**config.mk**
```make
export PLATFORM = sky130hd
export DESIGN_NAME = serial_audio_sync_rx
export DESIGN_NICKNAME = d
export VERILOG_FILES = /design/src/rtl/ssm_pkg.sv /design/src/rtl/ssm_capture.sv /design/src/rtl/ssm_tracker.sv /design/src/rtl/ssm_err_tally.sv /design/src/rtl/serial_audio_sync_rx.sv
export SDC_FILE = /design/constraint.sdc
export NUM_CORES = 1
export LEC_CHECK = 0
export ABC_AREA = 1
export BUFFER_PORTS_ARGS = -buffer_cell sky130_fd_sc_hd__buf_2
export CAP_MARGIN = 25
export CORE_AREA = 2 2 150 152
export CTS_CLUSTER_DIAMETER = 200
export DETAILED_ROUTE_END_ITERATION = 6
export DIE_AREA = 0 0 152 154
export GPL_TIMING_DRIVEN = 0
export PLACE_DENSITY_LB_ADDON = 0.15
export SLEW_MARGIN = 20
export SYNTH_ARGS = -nofsm -noshare
export SYNTH_HDL_FRONTEND = slang
export SYNTH_SLANG_ARGS = --single-unit
export TNS_END_PERCENT = 50
```
**constraint.sdc**
```tcl
create_clock -name clk -period 2.5 [get_ports clk]
set_input_delay 0.5 -clock clk [delete_from_list [all_inputs] [get_ports clk]]
set_output_delay 0.5 -clock clk [all_outputs]
set_load 0.01 [all_outputs]
```
**src/rtl/ssm_pkg.sv**
```systemverilog
package ssm_pkg;
  localparam int unsigned WORD_W = 32;

  typedef enum logic {
    ST_HUNT  = 1'b0,
    ST_TRACK = 1'b1
  } trk_state_t;

  function automatic logic [WORD_W-1:0] rev_word(input logic [WORD_W-1:0] w);
    logic [WORD_W-1:0] r;
    for (int i = 0; i < WORD_W; i++) r[i] = w[WORD_W-1-i];
    return r;
  endfunction
endpackage

```
**src/rtl/ssm_capture.sv**
```systemverilog
// Serial-to-word capture: the newest sample enters at the MSB, so the
// snapshot of the last 32 samples is always available combinationally.
module ssm_capture #(
  parameter int LINES = 2
) (
  input  logic                            clk,
  input  logic                            rst,
  input  logic                            fs_bit,
  input  logic [LINES-1:0]                sd_bits,
  output logic [ssm_pkg::WORD_W-1:0]       fs_word,
  output logic [LINES*ssm_pkg::WORD_W-1:0] sd_words
);
  localparam int W = ssm_pkg::WORD_W;

  logic [W-2:0] fs_hist;

  // Preset to ones so no edge pattern can appear before real samples arrive.
  always_ff @(posedge clk) begin
    if (rst) fs_hist <= '1;
    else     fs_hist <= {fs_bit, fs_hist[W-2:1]};
  end
  assign fs_word = {fs_bit, fs_hist};

  for (genvar l = 0; l < LINES; l++) begin : g_line
    logic [W-2:0] hist;
    always_ff @(posedge clk) begin
      if (rst) hist <= '0;
      else     hist <= {sd_bits[l], hist[W-2:1]};
    end
    assign sd_words[l*W +: W] = {sd_bits[l], hist};
  end
endmodule

```
**src/rtl/ssm_tracker.sv**
```systemverilog
// Slot/frame tracker with per-slot frame-sync pattern checks and hunting.
module ssm_tracker #(
  parameter int CPF    = 4,
  localparam int SLOT_W = $clog2(CPF)
) (
  input  logic                      clk,
  input  logic                      rst,
  input  logic                      tdm_mode,
  input  logic [ssm_pkg::WORD_W-1:0] fs_word,
  output logic                      emit,
  output logic [SLOT_W-1:0]         emit_slot,
  output logic                      emit_bank,
  output logic                      lost,
  output logic                      tracking
);
  import ssm_pkg::*;
  localparam int W     = WORD_W;
  localparam int CNT_W = $clog2(W);
  localparam logic [W-1:0] PAT_RISE_END = {1'b1, {(W-1){1'b0}}};
  localparam logic [W-1:0] PAT_FALL_END = {1'b0, {(W-1){1'b1}}};

  trk_state_t        state;
  logic [CNT_W-1:0]  bit_cnt;
  logic [SLOT_W-1:0] slot;
  logic              bank;

  logic [SLOT_W-1:0] last_slot;
  logic              slot_done, edge_tdm, bad, hunt_hit;
  logic [W-1:0]      i2s_exp;

  always_comb begin
    last_slot = tdm_mode ? SLOT_W'(CPF-1) : SLOT_W'(1);
    slot_done = (state == ST_TRACK) && (bit_cnt == CNT_W'(W-1));
    edge_tdm  = (fs_word[W-1:W-2] == 2'b10);
    i2s_exp   = slot[0] ? PAT_RISE_END : PAT_FALL_END;
    bad       = tdm_mode ? ((slot == last_slot) && !edge_tdm) : (fs_word != i2s_exp);
    hunt_hit  = (state == ST_HUNT) && (tdm_mode ? edge_tdm : (fs_word == PAT_RISE_END));
    emit      = hunt_hit || (slot_done && !bad);
    lost      = slot_done && bad;
    emit_slot = hunt_hit ? last_slot : slot;
    emit_bank = hunt_hit ? 1'b1 : bank;
  end
  assign tracking = (state == ST_TRACK);

  always_ff @(posedge clk) begin
    if (rst) begin
      state   <= ST_HUNT;
      bit_cnt <= '0;
      slot    <= '0;
      bank    <= 1'b0;
    end else if (hunt_hit) begin
      state   <= ST_TRACK;
      bit_cnt <= '0;
      slot    <= '0;
      bank    <= 1'b0;
    end else if (lost) begin
      state   <= ST_HUNT;
      bit_cnt <= '0;
      slot    <= '0;
    end else if (state == ST_TRACK) begin
      bit_cnt <= bit_cnt + CNT_W'(1);
      if (slot_done) begin
        slot <= (slot == last_slot) ? '0 : slot + SLOT_W'(1);
        if (slot == last_slot) bank <= ~bank;
      end
    end
  end

  // leaving the hunt restarts tracking at the first bit of slot 0
  assert_track_start_R7: assert property (@(posedge clk) disable iff (rst)
    hunt_hit |=> (tracking && bit_cnt == '0 && slot == '0));

  // a mismatch always sends the tracker back to hunting
  assert_restart_on_loss_R6: assert property (@(posedge clk) disable iff (rst)
    lost |=> !tracking);
endmodule

```
**src/rtl/ssm_err_tally.sv**
```systemverilog
module ssm_err_tally #(
  parameter int CW = 8
) (
  input  logic          clk,
  input  logic          rst,
  input  logic          inc,
  input  logic          clr,
  output logic [CW-1:0] count
);
  always_ff @(posedge clk) begin
    if (rst || clr)              count <= '0;
    else if (inc && count != '1) count <= count + CW'(1);
  end

  assert_tally_saturates_R11: assert property (@(posedge clk) disable iff (rst)
    (count == '1 && !clr) |=> count == '1);

  assert_tally_clear_R11: assert property (@(posedge clk) disable iff (rst)
    clr |=> count == '0);

  assert_tally_step_R11: assert property (@(posedge clk) disable iff (rst)
    (inc && !clr && count != '1) |=> count == $past(count) + CW'(1));
endmodule

```
**src/rtl/serial_audio_sync_rx.sv**
```systemverilog
module serial_audio_sync_rx #(
  parameter int CPF   = 4,
  parameter int LINES = 2,
  parameter int ERR_W = 8,
  localparam int SLOT_W = $clog2(CPF),
  localparam int DW     = LINES * ssm_pkg::WORD_W
) (
  input  logic              clk,
  input  logic              rst,
  input  logic              tdm_mode,
  input  logic              fsync_in,
  input  logic [LINES-1:0]  sdata_in,
  input  logic              err_clear,
  output logic              sample_valid,
  output logic [SLOT_W-1:0] sample_slot,
  output logic              sample_bank,
  output logic [DW-1:0]     sample_data,
  output logic              sync_lost,
  output logic              locked,
  output logic [ERR_W-1:0]  err_count
);
  import ssm_pkg::*;
  localparam int W = WORD_W;

  logic [W-1:0]      fs_word;
  logic [DW-1:0]     cap_words, rev_words;
  logic              emit, emit_bank, lost, tracking;
  logic [SLOT_W-1:0] emit_slot;

  ssm_capture #(.LINES(LINES)) u_capture (
    .clk(clk), .rst(rst), .fs_bit(fsync_in), .sd_bits(sdata_in),
    .fs_word(fs_word), .sd_words(cap_words)
  );

  ssm_tracker #(.CPF(CPF)) u_tracker (
    .clk(clk), .rst(rst), .tdm_mode(tdm_mode), .fs_word(fs_word),
    .emit(emit), .emit_slot(emit_slot), .emit_bank(emit_bank),
    .lost(lost), .tracking(tracking)
  );

  ssm_err_tally #(.CW(ERR_W)) u_tally (
    .clk(clk), .rst(rst), .inc(lost), .clr(err_clear), .count(err_count)
  );

  for (genvar l = 0; l < LINES; l++) begin : g_rev
    assign rev_words[l*W +: W] = rev_word(cap_words[l*W +: W]);
  end

  always_ff @(posedge clk) begin
    if (rst) begin
      sample_valid <= 1'b0;
      sync_lost    <= 1'b0;
      sample_slot  <= '0;
      sample_bank  <= 1'b0;
      sample_data  <= '0;
    end else begin
      sample_valid <= emit;
      sync_lost    <= lost;
      if (emit) begin
        sample_slot <= emit_slot;
        sample_bank <= emit_bank;
        sample_data <= rev_words;
      end
    end
  end
  assign locked = tracking;

  assert_valid_single_R10: assert property (@(posedge clk) disable iff (rst)
    sample_valid |=> !sample_valid);

  assert_lock_word_prev_R8: assert property (@(posedge clk) disable iff (rst)
    $rose(locked) |-> (sample_valid && sample_bank));

  assert_loss_blocks_R6: assert property (@(posedge clk) disable iff (rst)
    sync_lost |-> (!sample_valid && !locked));
endmodule

```
==> results of run 1 <==
-- registers in the layout, summed over array words and instances (netlist names) --
register               flops
sample_slot                2
sample_bank                1
u_tracker.slot             2
sync_lost                  1
sample_data               64
u_tracker.tracking         1
u_tally.count              8
sample_valid               1
u_tracker.bit_cnt          5
u_capture.g_line.hist     62
u_tracker.bank             1
u_capture.fs_hist         31
-- cell usage in the layout (no fill, tap or decap), types with 6 or more instances in the layout --
master     instances
dfxtp_1          179
nand4_1           13
buf_6              6
nor3_1             6
xor2_1             7
nand3_1           65
nor2_1            95
nand2_1          168
nand2_2           52
nand3_2           14
clkbuf_1          16
clkbuf_16         17
buf_2             87
inv_1             96
buf_12             6
inv_2             10
a21oi_1           15
-- stage by stage --
step | worst slack, ps | util | instances | hold WS [ps]
floorplan | 803.1 | - | 768 | 403.6
global placement | 463.0 | 0.3315 | 1131 | 406.7
detailed placement | 447.2 | 0.3315 | 1131 | 411.6
CTS | 471.6 | 0.3580 | 1163 | 272.5
global route | 190.7 | 0.3580 | 1163 | 289.6
finish | 448.3 | 0.3580 | 1163 | 293.1
-- power groups by stage --
stage                     Combinational (mW)  Clock (mW)  Sequential (mW)
after floorplan                        0.184           0             2.95
after global placement                 0.262           0             2.94
after detailed placement               0.261           0             2.94
after CTS                              0.262        2.70             2.88
after global routing                   0.282        2.80             2.88
final                                  0.253        2.61             2.88
-- cell families (layout without fill, tap and decap cells) --
logic type	after synthesis	count (layout)	share of synthesized area
DFF	179	179	0.5577
AOI/OAI and AO/OA	19	19	0.01519
buffers and inverters	140	255	0.1071
xor gates and xnor gates	8	8	0.01091
adders and majority gates	3	3	0.005843
and+or+nand+nor	419	419	0.3032
-- routing by layer --
layer,GRT usage,vias to the layer above,wire (microns)
met5,0,-,0
met4,0.03961,0,184
met3,0.04059,14,632
met2,0.1890,73,5872
met1,0.1572,2107,6568
li1,-,2546,-
-- layout make-up --
class	instances	area share
repair buffers	83	0.05351
clock buffers	22	0.06108
multi-input cells	449	0.2774
inverters	106	0.05125
plain buffers	34	0.03739
flip-flops and latches	179	0.4616
well taps	280	0.04512
clock inverters	10	0.01273
-- worst paths after layout --
| check | endpoint | slack, ps | cells past startpoint |
|---|---|---|---|
| min | u_capture.g_line[1].hist[30]$_SDFF_PP0_ | 290 | 3 |
| min reg2reg | u_capture.g_line[1].hist[27]$_SDFF_PP0_ | 420 | 2 |
| max | u_tally.count[0]$_SDFFE_PP0P_ | 450 | 9 |
| max reg2reg | u_tally.count[0]$_SDFFE_PP0P_ | 450 | 9 |
-- worst register-to-register path, cell delays in order (launching register included) --
cell and delay (ps):
dfxtp_1 360, ha_1 170, and3_1 170, ha_1 140, nand2_1 70, inv_1 130
buf_1 420, nand3_2 290, nor2_1 150, nor2_1 50
==> impl_metrics.tcl, run 1 <==
set metrics [dict create \
    yosysWarnings 0 \
    die_w_microns 152 \
    path_clk_slew_ps 70 \
    drive_above_1_share 0.2401 \
    ir_drop_mv 0.4032 \
    synth_top_area_share 0.5577 \
    critical_path_buf_inv_count 2 \
    p_seq_frac 0.502 \
    clkPwrFrac 0.454 \
    p_int_mw 4.418 \
    timing.rr.start "u_tracker.bit_cnt[0]$_SDFFE_PP0P_" \
    yosys.area.top_type "dfxtp_1" \
    dr.first_iter.drc_count 161 \
    ys_seq_area_frac 0.5577 \
    period_minus_slack_ps 2052 \
    routabilityCongestion 0.7165 \
    vias_per_cell 4.076 \
    htreeDepth 4 \
    fillers 2353 \
    worstPathArrival_ps 2370 \
    vias 4740 \
    hold_viol_final 0 \
    crit_slowest_cell "buf_1" \
    finalMaxSlewViolations 0 \
    clock_sinks 179 \
    ctsResizeCount 0 \
    syn_inst 768 \
    holdCritStartpoint "sdata_in[1]" \
    drc_errors 0 \
    total_power_mw 5.739 \
    cpPeakStageDelay_ps 420 \
    ys_types 29 \
    path_cells "ha_1 > and3_1 > ha_1 > nand2_1 > inv_1 > buf_1 > nand3_2 > nor2_1 > nor2_1" \
    p_leak_nw 3.752 \
    die_height_microns 154 \
    status "finished clean" \
    cts_tree "done" \
    wl_microns 13260 \
    area_growth_syn_to_layout_pct 20.84 \
    syn_area_sq_mm 0.006425 \
    place_area_sq_mm 0.007191 \
    worstPathMaxFanout 10 \
    grt_max_degree 17 \
    grt_remaining_overflow 0 \
    antenna_found_initial 0 \
    fin_area_sq_mm 0.007764 \
    synth_commonest_cells "179 x dfxtp_1, 168 x nand2_1, 96 x inv_1, 95 x nor2_1, 65 x nand3_1" \
    start_util 0.2962 \
    grt_pass1_wl_microns 22950 \
    final-setup-viol-count 0 \
    dp_hpwl_microns 9396 \
    synth-main-ff-cell "dfxtp_1" \
    rsz0062_at_grt "no" \
    synthMostInstantiatedCell "dfxtp_1" \
    period_share 0.8207 \
    skew_ps 9.555 \
    finalNetCount 880 \
    cts_hold_buffers 0 \
    relSlewSlack 0.6025 \
    synth.area.top_cells "dfxtp_1 56%, nand2_1 9.8%, inv_1 5.6%" \
    tns_ps 0 \
    crit_start "u_tracker.bit_cnt[0]$_SDFFE_PP0P_" \
    core_area_sq_mm 0.02169 \
    cp_top_family "simple AND/OR/NAND/NOR gates" \
    postRouteAntennaNets 0 \
    firstDrtPassIters 4 \
    ios 85 \
    async_flop_share 0 \
    p_per_area_mw_per_mm2 739.3 \
    grt_pass1_vias 4633 \
    num_rows 54 \
    worstSetupPathType "reg -> reg" \
    tightestPinTransition_ps 596.2 \
    synthesis.nets 778 \
    max_cap_viol_count 0 \
    synth-seq-cells 179 \
    critPathRequiredTime_ps 2820 \
    dieArea_sq_mm 0.02341 \
    cts_buffers 17 \
    min_path_type "in -> reg" \
    syn_avg_cell_area_sq_um 8.366 \
    post_drt_wl_per_cell_microns 11.40 \
    worstSkewPairLatency_ps 430 \
    root_buffer "clkbuf_16" \
    diodes 0 \
    synth_edf_count 0 \
    clock_path_buffers 2 \
    cts_setup_buffers 0 \
    power_frac_comb 0.044 \
    multiInputGateArea_sq_mm 0.002153 \
    startpoint_type "flop" \
    grt_use_total 0.1208 \
    crit_path_end_kind "flop" \
    fmax_mhz 487.4 \
    netSwitchingFraction 0.2303 \
    seqCellArea_sq_mm 0.003583 \
    io_buffers 83 \
    p_sw_mw 1.322 \
]
Note: power is estimated with default switching activity, not from simulation.
==> inputs of run 2 (changes only) <==
clock period = 1.67 ns   (was 2.5 ns; I/O delays follow)
==> run 2 against run 1 <==
Net effect: the flow now finishes with violations (negative setup slack); sequential power rose by 50%; clock skew hardly changed; sequential share of layout area is 3.6 points lower; routed wire length is 9.0% higher; critical path type unchanged.
==> impl_metrics.tcl, run 2 (synthesized netlist as in run 1, its figures left out) <==
set metrics [dict create \
    status "finished with violations" \
    violations "negative setup slack" \
    grt_max_degree 17 \
    reg_top3 "sample_data: 64 flops, u_capture.g_line.hist: 62 flops, u_capture.fs_hist: 31 flops" \
    period_share 1.084 \
    ir_drop_mv 0.6008 \
    skew_ps 9.852 \
    cpPeakStageDelay_ps 320 \
    num_rows 54 \
    p_per_area_mw_per_mm2 1078 \
    p_leak_nw 4.016 \
    antenna_found_initial 0 \
    path_depth 12 \
    relSlewSlack 0.5284 \
    grt_remaining_overflow 0 \
    htreeDepth 4 \
    rrSetupSlack_ps -140 \
    period_minus_slack_ps 1810 \
    dr.first_iter.drc_count 156 \
    rsz0062_at_grt "yes" \
    tightestPinTransition_ps 707.4 \
    cts_buffers 17 \
    fmax_mhz 552.5 \
    post_drt_wl_per_cell_microns 12.16 \
    p_int_mw 7.125 \
    grt_pass1_vias 4760 \
    root_buffer "clkbuf_16" \
    die_w_microns 152 \
    dpl_worst_slack_ps -186.7 \
    hold_depth 3 \
    netSwitchingFraction 0.2190 \
    critical_path_buf_inv_count 3 \
    finalNetCount 905 \
    path_clk_slew_ps 70 \
    worstSkewPairLatency_ps 430 \
    grt_use_total 0.1276 \
    post-route-worst-setup-slack_ps -140.0 \
    largest_register "sample_data" \
    final-setup-viol-count 65 \
    cts_tree "done" \
    power_frac_comb 0.060 \
    clkPwrFrac 0.468 \
    clock_sinks 179 \
    wl_microns 14450 \
    crit_top_cell "nand2_4" \
    min_path_type "in -> reg" \
    start_util 0.2962 \
    routabilityCongestion 0.7307 \
    firstDrtPassIters 4 \
    crit_path_end_kind "flop" \
    postRouteAntennaNets 0 \
    multiInputGateArea_sq_mm 0.002387 \
    worstSetupPathType "reg -> reg" \
    fin_util 0.3900 \
    dieArea_sq_mm 0.02341 \
    vias_per_cell 4.125 \
    core_area_sq_mm 0.02169 \
    io_buffers 83 \
    crit_slowest_cell "dfxtp_2" \
    drive_above_1_share 0.3326 \
    critPathRequiredTime_ps 2040 \
    startpoint_type "flop" \
    mostFrequentLayoutCells "167 x dfxtp_1, 156 x nand2_1, 92 x inv_1" \
    p_sw_mw 1.998 \
    hold_viol_final 0 \
    fillers 2233 \
    worstPathArrival_ps 2180 \
    path_cells "ha_2 > and3_4 > ha_4 > nand2_4 > inv_4 > nand3_4 > nand2_4 > nor2_4 > buf_12 > bufbuf_16 > nand2_2 > nand2_1" \
    max_cap_viol_count 0 \
    vias 4900 \
    diodes 0 \
    drc_errors 0 \
    ios 85 \
    largest_reg_flops 64 \
    cp_top_family "simple AND/OR/NAND/NOR gates" \
    final_common_cell "dfxtp_1" \
    die_height_microns 154 \
    grt_pass1_wl_microns 24030 \
    cts_hold_buffers 0 \
    dp_hpwl_microns 9483 \
    finalMaxSlewViolations 0 \
    seqCellArea_sq_mm 0.003598 \
    area_growth_syn_to_layout_pct 31.66 \
    r2r_cells 12 \
    clock_path_buffers 2 \
    p_seq_frac 0.473 \
    worstPathMaxFanout 7 \
]
-- run 2: cell count changes in the layout (fill, tap and decap cells not counted), moves of 4 or more --
| cell | change |
|---|---|
| nand2_1 | -12 |
| nand3_2 | +20 |
| buf_8 | +4 |
| nand3_1 | -22 |
| buf_16 | +4 |
| dfxtp_1 | -12 |
| nor2_1 | -6 |
| dfxtp_2 | +12 |
| buf_4 | +14 |
| nand2_2 | +8 |
| nand2_4 | +4 |
| nor2_2 | +5 |
| inv_1 | -4 |
-- run 2: final timing paths --
kind	start	endpoint
worst max-delay path	u_tracker.bit_cnt[0]$_SDFFE_PP0P_	sample_data[33]$_SDFFE_PP0P_
worst max register to register	u_tracker.bit_cnt[0]$_SDFFE_PP0P_	sample_data[33]$_SDFFE_PP0P_
worst min-delay path	fsync_in	u_capture.fs_hist[30]$_SDFF_PP1_
worst min register to register	u_capture.g_line[1].hist[11]$_SDFF_PP0_	u_capture.g_line[1].hist[10]$_SDFF_PP0_
-- run 2: worst reg2reg max path: stages (launching register included) --
cell       delay [ps]
dfxtp_2           320
ha_2              180
and3_4            170
ha_4              160
nand2_4            90
inv_4              40
nand3_4            80
nand2_4            70
nor2_4            120
buf_12            180
bufbuf_16         280
nand2_2            40
nand2_1            40
-- run 2: cell type report --
type | instances | share of cell area
multi-input combinational | 449 | 0.2822
clock inverter | 12 | 0.02100
inverter | 106 | 0.04733
tap | 280 | 0.04141
buffer | 30 | 0.02914
sequential | 179 | 0.4254
clock buffer | 20 | 0.05399
timing repair buffer | 112 | 0.09954
-- run 2: timing repair --
action	CTS	global route
cloned	6	2
buffers inserted	17	4
gates resized for setup	53	41
pin swaps	25	28
endpoints found under the setup margin	78	85
-- run 2: per-stage QoR --
stage	hold slack [ps]	cells	instance area (sq um)	TNS, ps	power [mW]
global route	117.4	1188	8459	-16160	9.470
floorplan	403.6	768	6426	0	4.688
global placement	408.7	1131	7192	-17570	4.804
CTS	108.7	1183	8282	-5732	9.246
detailed placement	409.9	1131	7192	-17010	4.801
finish	133.7	1188	8459	-5196	9.123
-- run 2: routing by layer --
metal | share of wire | track usage
met2 | 0.46 | 0.2036
met1 | 0.48 | 0.1657
met3 | 0.042 | 0.03523
met4 | 0.013 | 0.04673
met5 | 0 | 0
-- run 2: power by group through the flow --
stage                     Combinational (mW)  Sequential [mW]  Clock, mW
final                                  0.544             4.31       4.27
after global routing                   0.591             4.31       4.57
after floorplan                        0.276             4.41          0
after detailed placement               0.393             4.41          0
after CTS                              0.532             4.31       4.40
after global placement                 0.396             4.41          0
